===== src/rtl/mem_cmd_dispatch.sv =====
module mem_cmd_dispatch #(
  parameter int ADDR_W   = 32,
  parameter int ID_W     = 8,
  parameter int DATA_W   = 32,
  parameter int BANK_W   = 2,
  parameter int BANK_LSB = 6,
  parameter int CSR_W    = 3,
  parameter int PIP_AW   = 2
) (
  input  logic                   clk,
  input  logic                   rst_n,
  input  logic                   in_valid,
  input  logic [1:0]             in_kind,
  input  logic [ADDR_W-1:0]      in_addr,
  input  logic [ID_W-1:0]        in_id,
  output logic                   in_pop,
  input  logic [(1<<BANK_W)-1:0] bank_full,
  output logic [(1<<BANK_W)-1:0] bank_push,
  output logic                   bank_cmd_tbuf,
  output logic [ADDR_W-1:0]      bank_cmd_addr,
  output logic [ID_W-1:0]        bank_cmd_id,
  output logic                   pull_req_valid,
  output logic [ID_W-1:0]        pull_req_id,
  input  logic                   pull_req_ready,
  input  logic                   pull_data_valid,
  input  logic [DATA_W-1:0]      pull_data,
  output logic                   push_valid,
  output logic [DATA_W-1:0]      push_data,
  output logic [ID_W-1:0]        push_id,
  input  logic                   push_ready
);
  localparam int NBANK = 1 << BANK_W;
  localparam int NCSR  = 1 << CSR_W;
  localparam int DEPTH = 1 << PIP_AW;

  logic              slot_busy, slot_wr, slot_sent;
  logic [CSR_W-1:0]  slot_idx;
  logic [ID_W-1:0]   slot_id;
  logic [DATA_W-1:0] csr_q [NCSR];
  logic [CSR_W-1:0]  pip_tag [DEPTH];
  logic [PIP_AW-1:0] pip_wp, pip_rp;
  logic [PIP_AW:0]   pip_cnt;

  wire              is_mem   = ~in_kind[1];
  wire [BANK_W-1:0] bank_sel = in_addr[BANK_LSB +: BANK_W];
  wire [NBANK-1:0]  bank_hot = NBANK'(1) << bank_sel;

  assign in_pop        = in_valid & (is_mem ? ~bank_full[bank_sel] : ~slot_busy);
  assign bank_push     = (in_pop & is_mem) ? bank_hot : '0;
  assign bank_cmd_tbuf = in_kind[0];
  assign bank_cmd_addr = in_addr;
  assign bank_cmd_id   = in_id;

  wire csr_take  = in_pop & ~is_mem;
  assign pull_req_valid = slot_busy & slot_wr & ~slot_sent;
  assign pull_req_id    = slot_id;
  wire pull_fire = pull_req_valid & pull_req_ready;
  wire pip_pop   = pull_data_valid & (pip_cnt != '0);

  assign push_valid = slot_busy & ~slot_wr;
  assign push_data  = csr_q[slot_idx];
  assign push_id    = slot_id;
  wire push_fire = push_valid & push_ready;

  always_ff @(posedge clk) begin
    if (!rst_n) begin
      slot_busy <= 1'b0;
      slot_wr   <= 1'b0;
      slot_sent <= 1'b0;
      slot_idx  <= '0;
      slot_id   <= '0;
    end else begin
      if (csr_take) begin
        slot_busy <= 1'b1;
        slot_wr   <= in_kind[0];
        slot_sent <= 1'b0;
        slot_idx  <= in_addr[CSR_W-1:0];
        slot_id   <= in_id;
      end else if (push_fire || pip_pop) begin
        slot_busy <= 1'b0;
      end
      if (pull_fire) slot_sent <= 1'b1;
    end
  end

  always_ff @(posedge clk) begin
    if (!rst_n) begin
      pip_wp  <= '0;
      pip_rp  <= '0;
      pip_cnt <= '0;
    end else begin
      if (pull_fire) begin
        pip_tag[pip_wp] <= slot_idx;
        pip_wp <= pip_wp + 1'b1;
      end
      if (pip_pop) pip_rp <= pip_rp + 1'b1;
      case ({pull_fire, pip_pop})
        2'b10:   pip_cnt <= pip_cnt + 1'b1;
        2'b01:   pip_cnt <= pip_cnt - 1'b1;
        default: pip_cnt <= pip_cnt;
      endcase
    end
  end

  always_ff @(posedge clk) begin
    if (!rst_n) begin
      for (int i = 0; i < NCSR; i++) csr_q[i] <= '0;
    end else if (pip_pop) begin
      csr_q[pip_tag[pip_rp]] <= pull_data;
    end
  end

  p_bank_hol_r2: assert property (@(posedge clk) disable iff (!rst_n)
    (in_valid && is_mem && bank_full[bank_sel]) |-> (!in_pop && bank_push == '0));
  p_one_bank_r1: assert property (@(posedge clk) disable iff (!rst_n)
    $onehot0(bank_push));
  p_csr_block_r3: assert property (@(posedge clk) disable iff (!rst_n)
    (in_valid && !is_mem && slot_busy) |-> !in_pop);
  p_pull_hold_r4: assert property (@(posedge clk) disable iff (!rst_n)
    (pull_req_valid && !pull_req_ready) |=> (pull_req_valid && $stable(pull_req_id)));
  p_no_overflow_r5: assert property (@(posedge clk) disable iff (!rst_n)
    pull_fire |-> !pip_cnt[PIP_AW]);
  p_slot_free_r6: assert property (@(posedge clk) disable iff (!rst_n)
    pip_pop |=> !slot_busy);
  p_push_hold_r7: assert property (@(posedge clk) disable iff (!rst_n)
    (push_valid && !push_ready) |=> (push_valid && $stable(push_data) && $stable(push_id)));
  p_push_done_r7: assert property (@(posedge clk) disable iff (!rst_n)
    push_fire |=> !push_valid);
endmodule


===== config.mk =====
export PLATFORM = sky130hd
export DESIGN_NAME = mem_cmd_dispatch
export DESIGN_NICKNAME = d
export VERILOG_FILES = /design/src/rtl/mem_cmd_dispatch.sv
export SDC_FILE = /design/constraint.sdc
export NUM_CORES = 1
export LEC_CHECK = 0
export ABC_CLOCK_PERIOD_IN_PS = 5600
export BUFFER_PORTS_ARGS = -buffer_cell sky130_fd_sc_hd__buf_2
export CAP_MARGIN = 15
export CORE_MARGIN = 2
export CORE_UTILIZATION = 44
export CTS_BUF_LIST = sky130_fd_sc_hd__clkbuf_16
export CTS_CLUSTER_DIAMETER = 200
export DETAILED_ROUTE_END_ITERATION = 8
export PLACE_DENSITY = 0.69
export SYNTH_ARGS = -nofsm -noshare
export SYNTH_HDL_FRONTEND = slang
export SYNTH_SLANG_ARGS = --single-unit

===== constraint.sdc =====
create_clock -name clk -period 5.6 [get_ports clk]
set_input_delay 0.56 -clock clk [delete_from_list [all_inputs] [get_ports clk]]
set_output_delay 0.56 -clock clk [all_outputs]
set_load 0.1 [all_outputs]

Word-level counts from Yosys, hierarchy flattened. Memories as Yosys holds them, arrays and structs flattened. A register that Yosys moved wholly into a read port is not among the register bits. Index checks and enable logic that the tools add are counted.

Add/subtract/negate cells: 4. Order comparisons: 1. Equal/unequal tests: 2. Shift operators: 1. Multiplexer cells: 23. Bitwise operators: 14. Reductions and logical operators: 6.

Operators by type and width (count): 32-bit two-way mux (1); 32-bit OR reduction (1); 1-bit two-way mux (14); 1-bit bitwise AND (9); 3-bit two-way mux (3); 3-bit case mux with 2 select lines (1); 2-bit nonzero test (3); 1-bit inverter (5); 2-bit by 1-bit adder with 2-bit output (second input constant) (2); 2-bit two-way mux (2); 4-bit two-way mux (1); 1-bit by 2-bit << shifter with 4-bit output (first input constant) (1); 3-bit by 1-bit adder with 3-bit output (second input constant) (1); 2-bit by 3-bit < comparator with 1-bit output (second input constant) (1); 3-bit nonzero test (1); 3-bit by 1-bit subtractor with 3-bit output (second input constant) (1); 1-bit binary-select mux with 2-bit select (1); 2-bit by 1-bit equality test with 1-bit output (second input constant) (1); 2-bit equality test (second input constant) (1); 1-bit logical OR (1).

Flip-flop bits (word level): 21. RAM bits: 268. Input port bits: 84. Output and inout port bits: 96. Logic and storage cells: 61. Memories kept: 2.

Memory list: csr_q (depth 8, bits a word 32, read ports 1, clocked after memory_dff 1, wr ports 8, line 39) `logic [DATA_W-1:0] csr_q [NCSR];`; pip_tag (depth 4, bits a word 3, read ports 1, clocked after memory_dff 1, wr ports 1, line 40) `logic [CSR_W-1:0] pip_tag [DEPTH];`.

Depth between registers and ports, before layout. Gate-level depths: netlist (run 1).

Word-level depth: 8. Gate-level depth with buffers: 9. Depth with buffers taken out: 8.

Least setup slack after synthesis (run 1). No wires, ideal clock.

Path type: input to output. Start point: input in_kind[1]. End point: output bank_push[1]. Data arrival time: 3.839 ns. Required time: 5.040 ns. Path slack: 1.201 ns. Stages on the path: 2. Cell sequence: nand2b_1 > nor4b_1.

Word-level cells in the longest chain between the ends: 4. Elaborated cells between the ends (all ways): 5. Classes of those cells: mux (2); bitwise (3).

RTL lines: start, declared (line 13) `input logic [1:0] in_kind,`; 1-bit two-way mux (line 48) `assign in_pop = in_valid & (is_mem ? ~bank_full[bank_sel] : ~slot_busy);`; 1-bit bitwise AND (line 48); 1-bit bitwise AND * (line 49) `assign bank_push = (in_pop & is_mem) ? bank_hot : '0;`; 4-bit two-way mux * (line 49); end, declared (line 18) `output logic [(1<<BANK_W)-1:0] bank_push,`.

Every way passes the cells marked *; elsewhere a longest branch is shown, timed or not.

==> impl_metrics.env, run 1 <==
export IMPL_ir_worst_vdd_uv=238
export IMPL_maxCapViolations=0
export IMPL_syn_to_final_growth_pct=12.8
export IMPL_antenna_found_initial=1
export IMPL_p_leak_nw=5.21
export IMPL_ant_nets=0
export IMPL_netlist_area_um2=13300
export IMPL_synth_main_ff_cell="edfxtp_1"
export IMPL_rsz0062_at_grt="no"
export IMPL_grt_max_degree=65
export IMPL_pwr_share_clk_pct=40.0
export IMPL_status="completed"
export IMPL_syn_inst=976
export IMPL_die_area_um2=31700
export IMPL_pre_cts_ws_ns=1.90
export IMPL_synthArstFlopShare_pct=0
export IMPL_cts_inserted_buffers=30
export IMPL_instances_no_fill=1443
export IMPL_skew_ns=0.0261
export IMPL_synth_nets=1066
export IMPL_core_um2=29700
export IMPL_portBuffers=125
export IMPL_avgSynthCellArea_um2=13.7
export IMPL_post_drt_via_cell_ratio=5.71
export IMPL_hold_viol=0
export IMPL_critPathCaptureType="flip-flop"
export IMPL_rr_endpoint="csr_q[6][5]"
export IMPL_grt_pass1_wl_um=47200
export IMPL_setup_tns_ns=0
export IMPL_worst_slack_ns=1.83
export IMPL_first_global_vias=8250
export IMPL_fin_nets=1118
export IMPL_ys_warn_count=0
export IMPL_dr_first_iter_drc_count=1017
export IMPL_postCtsSetupBuffers=0
export IMPL_ctsResizeCount=0
export IMPL_worstPathRequired_ns=5.81
export IMPL_fmax_ghz=0.265
export IMPL_hpwlAfterDp_um=18800
export IMPL_hold_path_class="input pin to flip-flop"
export IMPL_htreeDepth=1
export IMPL_ys_types=38
export IMPL_period_share_pct=67.3
export IMPL_rrSetupSlack_ns=1.83
export IMPL_criticalPathCategory="flip-flop to flip-flop"
export IMPL_rr_worst_depth=5
export IMPL_fp_row_count=63
export IMPL_cts_max_path_buffers=3
export IMPL_min_period_ns=3.77
export IMPL_ys_ff_latch=294
export IMPL_die_w_um=178
export IMPL_worst_pin_slew_ns=1.08
export IMPL_clk_latency_ns=0.56
export IMPL_power_mw=5.01
export IMPL_yosysSeqAreaShare_pct=64.2
export IMPL_die_height_um=178
export IMPL_power_density_nw_per_um2=333
export IMPL_globalRouteOverflowTotal=0
export IMPL_clk_pin_slew_ns=0.06
export IMPL_p_seq_share_pct=49.7
export IMPL_crit_fanout=33
export IMPL_ctsRootBufferMaster="clkbuf_16"
export IMPL_cts_hold_buf=0
export IMPL_final_layout_size_suffix_gt1_share_pct=29.8
export IMPL_arrival_ns=3.98
export IMPL_p_int_mw=3.75
export IMPL_synth_edf_count=268
export IMPL_p_comb_share_pct=10.3
export IMPL_dp_cells=1385
export IMPL_final_cell_area_um2=15000
export IMPL_sw_frac_of_total_pct=25.3
export IMPL_relSlewSlack_pct=28.2
export IMPL_dr_pass1_iters=8
export IMPL_wl_per_cell_um=21.3
export IMPL_p_sw_mw=1.27
export IMPL_drc_errors=0
export IMPL_postRouteWirelength_um=30700
export IMPL_placed_cell_area_um2=14000
export IMPL_grt_util_all_layers_pct=19.6
export IMPL_gp_congestion=0.754
export IMPL_io_pins=180
export IMPL_worstSetupStartpointType="flip-flop"
export IMPL_finalMaxSlewViolations=0
export IMPL_nFillCells=2510
export IMPL_crit_path_end="csr_q[6][5]"
export IMPL_num_vias=8237
export IMPL_start_util_pct=44.9
export IMPL_clock_sinks=294
export IMPL_cts_tree="yes"
export IMPL_whs_ns=0.267
export IMPL_setup_viol=0
export IMPL_utilization_pct=50.6
[worst max-delay path, cell delays in order, from the launching register on]
cell,delay [ns]
dfxtp_1,0.36
mux4_2,0.96
nand2_1,0.66
buf_4,0.40
o21ai_4,0.60
buf_4,0.43
[metal layers]
layer	global-route usage (%)	vias to the layer above	part of all wire [%]
li1	-	3655	-
met1	26.4	4122	41
met2	32.9	401	49
met3	3.09	59	7.5
met4	5.91	0	2.8
met5	0	-	0
[cell usage after synthesis (2+ instances only)]
| cell | n | area, um2 |
|---|---|---|
| edfxtp_1 | 268 | 8050 |
| nor2_1 | 186 | 698 |
| mux4_2 | 68 | 1530 |
| nand2_1 | 63 | 236 |
| nand3_1 | 62 | 310 |
| nor3_1 | 62 | 310 |
| buf_4 | 49 | 368 |
| clkbuf_1 | 41 | 154 |
| mux2_2 | 32 | 360 |
| buf_2 | 28 | 140 |
| dfxtp_1 | 26 | 521 |
| a21boi_0 | 16 | 120 |
| o21ai_0 | 10 | 50.1 |
| nor3_2 | 8 | 80.1 |
| inv_1 | 7 | 26.3 |
| and2_1 | 6 | 37.5 |
| nand2b_1 | 6 | 37.5 |
| buf_1 | 5 | 18.8 |
| ha_1 | 5 | 62.6 |
| and3_1 | 4 | 25.0 |
| xnor2_1 | 3 | 26.3 |
| and3b_1 | 2 | 17.5 |
| nor2b_1 | 2 | 12.5 |
| nor4b_1 | 2 | 17.5 |
| or2_1 | 2 | 12.5 |
[logic make-up after synthesis]
family | Yosys count | share of synthesized area, %
and+or+nand+nor | 410 | 13.8
DFF | 294 | 64.2
buffers and inverters | 131 | 5.38
muxes | 101 | 14.3
AOI/OAI and AO/OA | 30 | 1.51
adders and majority gates | 6 | 0.619
xor gates and xnor gates | 4 | 0.263
[final cells by class]
| cell class | count | area (um2) | area share [%] |
|---|---|---|---|
| Timing Repair Buffer | 144 | 788 | 5.24 |
| Sequential cell | 294 | 8570 | 57.0 |
| Clock buffer | 30 | 751 | 4.99 |
| Inverter | 7 | 26.3 | 0.175 |
| Clock inverter | 26 | 246 | 1.64 |
| Tap cell | 390 | 488 | 3.24 |
| Antenna cell | 1 | 2.50 | 0.0166 |
| Multi-Input combinational cell | 551 | 4170 | 27.7 |
[state kept, by name (all words and copies together), names as in the netlist, named ones only]
name	cells
pip_wp	2
pull_req_id	8
slot_sent	1
slot_idx	3
slot_busy	1
pip_cnt	3
slot_wr	1
pip_rp	2
pip_tag	12
csr_q	256
[placed cells by master (no fill, tap or decap), types with 2 or more instances in the layout]
cell type   count
nor4b_1         2
clkinvlp_4      2
nor2_1        186
nor3_1         62
inv_1          11
nand2b_1        3
ha_1            5
dfxtp_2         2
mux2_2         32
clkinv_4        2
clkbuf_16      30
clkinv_2        5
bufinv_16       4
and2_1          6
mux4_2         67
a21boi_0       16
buf_4          18
and3b_1         2
xnor2_1         3
nand2_1        63
buf_2         125
and3_1          4
nor3_2          8
o21ai_4         8
clkinv_1        7
dfxtp_1        23
nand3_1        62
edfxtp_1      268
nor2b_1         2
nand2b_2        3
o21ai_0         2
[worst min path at each step]
stage	from	to	depth (start not counted)
after floorplan	slot_idx[0]	pip_tag[0][0]	0
after CTS	in_id[3]	pull_req_id[3]	3
after global routing	in_id[6]	pull_req_id[6]	3
final	in_id[3]	pull_req_id[3]	3
after detailed placement	pull_req_id[5]	pull_req_id[5]	2
after global placement	pull_req_id[3]	pull_req_id[3]	2
[power by group through the flow]
| stage | registers (mW) | logic, mW | clock network [mW] |
|---|---|---|---|
| finish | 2.49 | 0.517 | 2.01 |
| global route | 2.50 | 0.539 | 2.12 |
| CTS | 2.49 | 0.520 | 2.03 |
| detailed placement | 2.54 | 0.518 | 0 |
| global placement | 2.53 | 0.516 | 0 |
| floorplan | 2.54 | 0.492 | 0 |
No activity file was read; power rests on OpenSTA's default activity.
==> run 2: changes to the inputs <==
Settings changed: ABC_AREA from default to 1, ABC_CLOCK_PERIOD_IN_PS 5600 to 3200, PLACE_DENSITY 0.69 to 0.71.
Clock period 5.6 ns to 3.2 ns, I/O delays scaled along.
==> run 2 against run 1 <==
  * Non-clock buffer count grew 7
  * Register-to-register slack lost 0.95 ns
  * Global-route usage grew 0.16 points
  * Via count grew 18%
  * Highest routed layer is now met5
==> impl_metrics.env, run 2 <==
export IMPL_maxCapViolations=0
export IMPL_ctsResizeCount=0
export IMPL_synthArstFlopShare_pct=0
export IMPL_cts_inserted_buffers=30
export IMPL_power_density_nw_per_um2=629
export IMPL_cts_hold_buf=0
export IMPL_worstHoldEndpoint="slot_wr"
export IMPL_ir_worst_vdd_uv=389
export IMPL_grt_pass1_wl_um=49600
export IMPL_htreeDepth=1
export IMPL_synth_top_area_share_pct=59.5
export IMPL_synth_main_ff_cell="edfxtp_1"
export IMPL_fmax_ghz=0.349
export IMPL_die_w_um=179
export IMPL_synth_top_cell_by_area="edfxtp_1"
export IMPL_cts_tree="yes"
export IMPL_fp_row_count=64
export IMPL_grt_util_all_layers_pct=19.8
export IMPL_setup_viol=0
export IMPL_synthTopCellsByArea="edfxtp_1 59%, nor2_1 13%, o21ai_0 7.0%"
export IMPL_criticalPathCategory="flip-flop to primary output"
export IMPL_num_vias=9754
export IMPL_hold_depth=3
export IMPL_rr_worst_depth=7
export IMPL_rrSetupSlack_ns=0.88
export IMPL_crit_path_cell_trace="clkinv_2, buf_12, o21ai_0, o21ai_0, nand2_1, nand2_1, buf_2"
export IMPL_io_pins=180
export IMPL_antenna_cells=0
export IMPL_ys_top_cells_by_count="451 x nor2_1, 268 x edfxtp_1, 190 x o21ai_0, 149 x nand2_1, 66 x inv_1"
export IMPL_worstPathRequired_ns=2.88
export IMPL_p_leak_nw=6.36
export IMPL_antenna_found_initial=2
export IMPL_critPathCaptureType="primary output"
export IMPL_top_register="csr_q"
export IMPL_drc_errors=0
export IMPL_rsz0062_at_grt="no"
export IMPL_min_period_ns=2.86
export IMPL_period_share_pct=89.5
export IMPL_ys_warn_count=0
export IMPL_dr_first_iter_drc_count=866
export IMPL_cts_max_path_buffers=3
export IMPL_yosysSeqAreaShare_pct=63.3
export IMPL_ctsRootBufferMaster="clkbuf_16"
export IMPL_utilization_pct=49.3
export IMPL_syn_to_final_growth_pct=10.9
export IMPL_hpwlAfterDp_um=18700
export IMPL_arrival_ns=2.54
export IMPL_setup_tns_ns=0
export IMPL_clk_pin_slew_ns=0.06
export IMPL_post_drt_via_cell_ratio=5.28
export IMPL_netlist_area_um2=13500
export IMPL_hold_viol=0
export IMPL_final_common_cell="nor2_1"
export IMPL_avgSynthCellArea_um2=9.85
export IMPL_rr_endpoint="csr_q[5][30]"
export IMPL_die_height_um=179
export IMPL_first_global_vias=9360
export IMPL_grt_max_degree=93
export IMPL_finalMaxSlewViolations=0
export IMPL_gp_congestion=0.794
export IMPL_crit_buf_inv=3
export IMPL_fin_nets=1519
export IMPL_path_delay_family="buffers and inverters"
export IMPL_hold_start="in_kind[0]"
export IMPL_ys_ff_latch=294
export IMPL_hold_path_class="input pin to flip-flop"
export IMPL_postRouteWirelength_um=31900
export IMPL_clock_sinks=294
export IMPL_largest_reg_flops=256
export IMPL_clk_latency_ns=0.57
export IMPL_status="completed"
export IMPL_layout_common_cells="451 x nor2_1, 268 x edfxtp_1, 190 x o21ai_0, 149 x nand2_1, 125 x buf_2"
export IMPL_wl_per_cell_um=17.3
export IMPL_ant_nets=0
export IMPL_syn_inst=1373
export IMPL_worst_pin_slew_ns=0.898
export IMPL_worstSetupStartpointType="flip-flop"
export IMPL_portBuffers=125
export IMPL_synth_edf_count=268
export IMPL_dr_pass1_iters=5
export IMPL_skew_ns=0.0205
export IMPL_postCtsSetupBuffers=0
export IMPL_core_um2=30400
export IMPL_yosysMostFrequentCell="nor2_1"
export IMPL_final_layout_size_suffix_gt1_share_pct=15.7
export IMPL_synth_nets=1463
export IMPL_relSlewSlack_pct=40.0
export IMPL_timing_rr_start="pip_cnt[1]"
export IMPL_cpPeakStageDelay_ns=0.61
export IMPL_crit_fanout=92
export IMPL_ys_types=26
export IMPL_slowest_stage="dfxtp_4"
export IMPL_start_util_pct=44.5
export IMPL_die_area_um2=32200
export IMPL_globalRouteOverflowTotal=0
## run 2: changes by cell type after synthesis, moves of 23 or more
cell	change
nor2_1	+265
o21ai_0	+180
nand2_1	+86
mux4_2	-68
nor3_1	-61
inv_1	+59
nand3_1	-50
mux2_2	-32
buf_6	+23
## run 2: cell families after synthesis
logic type      count (synthesis)  synth area share (%)
xor+xnor                        1                0.0648
fa+ha+maj                       6                 0.610
compound gates                231                  8.55
simple gates                  644                  19.1
flops                         294                  63.3
buf+inv                       197                  8.31
## run 2: metrics by stage
stage | hold WS [ns] | instances | total power, mW | cell area, um2 | setup slack (ns)
CTS | 0.0501 | 1849 | 9.50 | 15000 | 0.334
floorplan | 0.444 | 1373 | 5.96 | 13500 | 0.612
global route | 0.0690 | 1849 | 9.77 | 15000 | 0.180
detailed placement | 0.451 | 1793 | 6.15 | 14000 | 0.855
finish | 0.0675 | 1849 | 9.44 | 15000 | 0.337
global placement | 0.444 | 1793 | 6.13 | 14000 | 0.886
## run 2: report_power, final
part | leakage [nW] | switching, mW | internal (mW)
registers | 2.97 | 0.0883 | 4.37
clock network | 0.499 | 1.44 | 1.94
logic | 2.89 | 1.31 | 0.296
## run 2: layer usage
layer  vias up  track usage (%)  part of all wire (%)
met5         -                0                 0.041
met4         2             6.35                   2.9
met3        69             2.91                   7.0
met2       371             33.9                    49
met1      4711             25.9                    41
li1       4601                -                     -
## run 2: final cells by class
| class | count | area [um2] |
|---|---|---|
| Clock buffer | 30 | 751 |
| Clock inverter | 26 | 203 |
| Fill cell | 2753 | 15400 |
| Inverter | 70 | 264 |
| Multi-Input combinational cell | 882 | 3840 |
| Sequential cell | 294 | 8580 |
| Tap cell | 396 | 495 |
| Timing Repair Buffer | 151 | 871 |
## run 2: worst max-delay path by stage
stage                from             to  slack (ns)  cells after the start
6_report        flip-flop  push_data[21]        0.34                      7
5_1_grt         flip-flop   push_data[2]        0.18                      8
4_1_cts         flip-flop   push_data[0]        0.33                      8
3_5_place_dp   pip_cnt[1]   csr_q[5][15]        0.86                      7
3_3_place_gp   pip_cnt[1]   csr_q[5][15]        0.89                      7
2_1_floorplan     slot_wr  pip_tag[0][0]        0.61                      4
## run 2: worst reg2reg max path, cell delays in order (launching register included)
cell and delay, ns:
dfxtp_1 0.33, inv_1 0.07, nand3_1 0.13, nand3_2 0.19, nor2_4 0.30, nand2_4 0.33, nand2_1 0.15, buf_4 0.45
==> run 3: changes to the inputs <==
Settings changed: BUFFER_PORTS_ARGS -buffer_cell sky130_fd_sc_hd__buf_2 to default, CAP_MARGIN 15 to 20, DONT_BUFFER_PORTS from default to 1, PLACE_DENSITY 0.71 to 0.66.
==> run 3 against run 2 <==
  * Flip-flop and latch count unchanged
  * Maximum frequency up 1.6%
  * Wire length down 1.8%
  * Critical endpoint is now push_data[22]
==> impl_metrics.env, run 3 (synthesis gave the netlist of run 2 again) <==
export IMPL_rsz0062_at_grt="no"
export IMPL_drc_errors=0
export IMPL_syn_to_final_growth_pct=12.9
export IMPL_crit_path_cell_trace="clkinv_2, buf_12, o21ai_0, o21ai_0, nand2_1, nand2_1, buf_12"
export IMPL_dr_pass1_iters=7
export IMPL_fmax_ghz=0.355
export IMPL_final_common_cell="nor2_1"
export IMPL_cts_max_path_buffers=3
export IMPL_setup_tns_ns=0
export IMPL_hold_viol=0
export IMPL_globalRouteOverflowTotal=0
export IMPL_arrival_ns=2.50
export IMPL_crit_buf_inv=3
export IMPL_whs_ns=0.0155
export IMPL_die_area_um2=32200
export IMPL_worstPathRequired_ns=2.88
export IMPL_first_global_vias=9195
export IMPL_timing_rr_start="pip_cnt[1]"
export IMPL_critPathCaptureType="primary output"
export IMPL_portBuffers=0
export IMPL_p_sw_mw=2.76
export IMPL_placed_cell_area_um2=14200
export IMPL_antenna_found_initial=0
export IMPL_core_um2=30400
export IMPL_clock_sinks=294
export IMPL_cts_inserted_buffers=30
export IMPL_final_cell_area_um2=15300
export IMPL_hold_start="pull_data_valid"
export IMPL_crit_fanout=59
export IMPL_hold_depth=3
export IMPL_ir_worst_vdd_uv=461
export IMPL_rrSetupSlack_ns=1.01
export IMPL_grt_max_degree=129
export IMPL_hold_path_class="input pin to flip-flop"
export IMPL_period_share_pct=88.1
export IMPL_worst_slack_ns=0.382
export IMPL_setup_viol=0
export IMPL_start_util_pct=44.5
export IMPL_slowest_stage="clkinv_2"
export IMPL_post_drt_via_cell_ratio=5.22
export IMPL_gp_congestion=0.769
export IMPL_fp_row_count=64
export IMPL_relSlewSlack_pct=28.8
export IMPL_sw_frac_of_total_pct=29.1
export IMPL_htreeDepth=1
export IMPL_status="completed"
export IMPL_grt_pass1_wl_um=49300
export IMPL_p_leak_nw=6.22
export IMPL_path_delay_family="buffers and inverters"
export IMPL_skew_ns=0.0124
export IMPL_die_w_um=179
export IMPL_worst_pin_slew_ns=1.07
export IMPL_cp_depth=7
export IMPL_pre_cts_ws_ns=0.962
export IMPL_io_pins=180
export IMPL_min_period_ns=2.82
export IMPL_rr_worst_depth=7
export IMPL_top_register="csr_q"
export IMPL_layout_common_cells="446 x nor2_1, 268 x edfxtp_1, 190 x o21ai_0, 149 x nand2_1, 71 x inv_1"
export IMPL_ctsResizeCount=0
export IMPL_nFillCells=2697
export IMPL_pwr_share_clk_pct=34.9
export IMPL_die_height_um=179
export IMPL_wl_per_cell_um=17.6
export IMPL_dr_first_iter_drc_count=1015
export IMPL_cts_hold_buf=11
export IMPL_cts_tree="yes"
export IMPL_p_seq_share_pct=47.8
export IMPL_postRouteWirelength_um=31400
export IMPL_ctsRootBufferMaster="clkbuf_16"
export IMPL_worstSetupStartpointType="flip-flop"
export IMPL_power_density_nw_per_um2=623
export IMPL_worstHoldEndpoint="slot_busy"
export IMPL_antenna_cells=0
export IMPL_hpwlAfterDp_um=18100
export IMPL_largest_reg_flops=256
export IMPL_p_int_mw=6.75
export IMPL_criticalPathCategory="flip-flop to primary output"
export IMPL_num_vias=9289
export IMPL_rr_endpoint="csr_q[7][31]"
export IMPL_fin_nets=1448
export IMPL_p_comb_share_pct=17.3
export IMPL_maxCapViolations=0
export IMPL_postCtsSetupBuffers=0
export IMPL_finalMaxSlewViolations=0
export IMPL_final_layout_size_suffix_gt1_share_pct=11.6
export IMPL_clk_pin_slew_ns=0.06
export IMPL_grt_util_all_layers_pct=19.7
export IMPL_cpPeakStageDelay_ns=0.45
export IMPL_ant_nets=0
export IMPL_clk_latency_ns=0.55
## run 3: cell types whose count changed in the layout (fill, tap and decap cells not counted), moves of 7 or more
cell           before  now
buf_12              4   40
buf_2             125    0
buf_4              22   29
dfxtp_1            24   16
dfxtp_2             0    8
dlygate4sd3_1       0   11
## run 3: routing by layer
layer  vias to the layer above  part of all wire, %  GRT usage (%)
li1                       4455                    -              -
met1                      4410                   42           26.5
met2                       372                   48           33.4
met3                        52                  7.9           3.04
met4                         0                  2.6           5.51
met5                         -                    0              0
## run 3: cell type report
type / count / area [um2] / area share (%)
sequential: 294 / 8590 / 56.2
multi-input combinational: 882 / 3860 / 25.3
inverter: 70 / 264 / 1.73
clock buffer: 31 / 776 / 5.08
clock inverter: 25 / 159 / 1.04
timing repair buffer: 80 / 1130 / 7.39
tap: 396 / 495 / 3.25
## run 3: per-stage QoR
stage | power [mW] | util, % | cells
6_report | 9.52 | 50.2 | 1778
2_1_floorplan | 5.96 | - | 1373
3_5_place_dp | 6.27 | 46.7 | 1711
5_1_grt | 9.86 | 50.2 | 1778
4_1_cts | 9.59 | 50.2 | 1778
3_3_place_gp | 6.25 | 46.7 | 1711
## run 3: how the worst max path moves through the flow
stage	to
2_1_floorplan	pip_tag[0][0]
3_3_place_gp	push_data[31]
3_5_place_dp	push_data[27]
4_1_cts	push_data[27]
5_1_grt	push_data[26]
6_report	push_data[22]
## run 3: power groups by stage
stage | registers, mW | clock network (mW) | logic [mW]
6_report | 4.55 | 3.32 | 1.65
5_1_grt | 4.57 | 3.52 | 1.77
3_3_place_gp | 4.62 | 0 | 1.63
4_1_cts | 4.55 | 3.38 | 1.66
2_1_floorplan | 4.55 | 0 | 1.41
3_5_place_dp | 4.63 | 0 | 1.64
## run 3: worst reg2reg max path: stages, from the launching register on
cell,delay (ns)
dfxtp_1,0.32
inv_1,0.07
nand3_1,0.11
nand3_2,0.18
nor2_4,0.30
nand2_4,0.07
nand2_1,0.48
buf_4,0.35
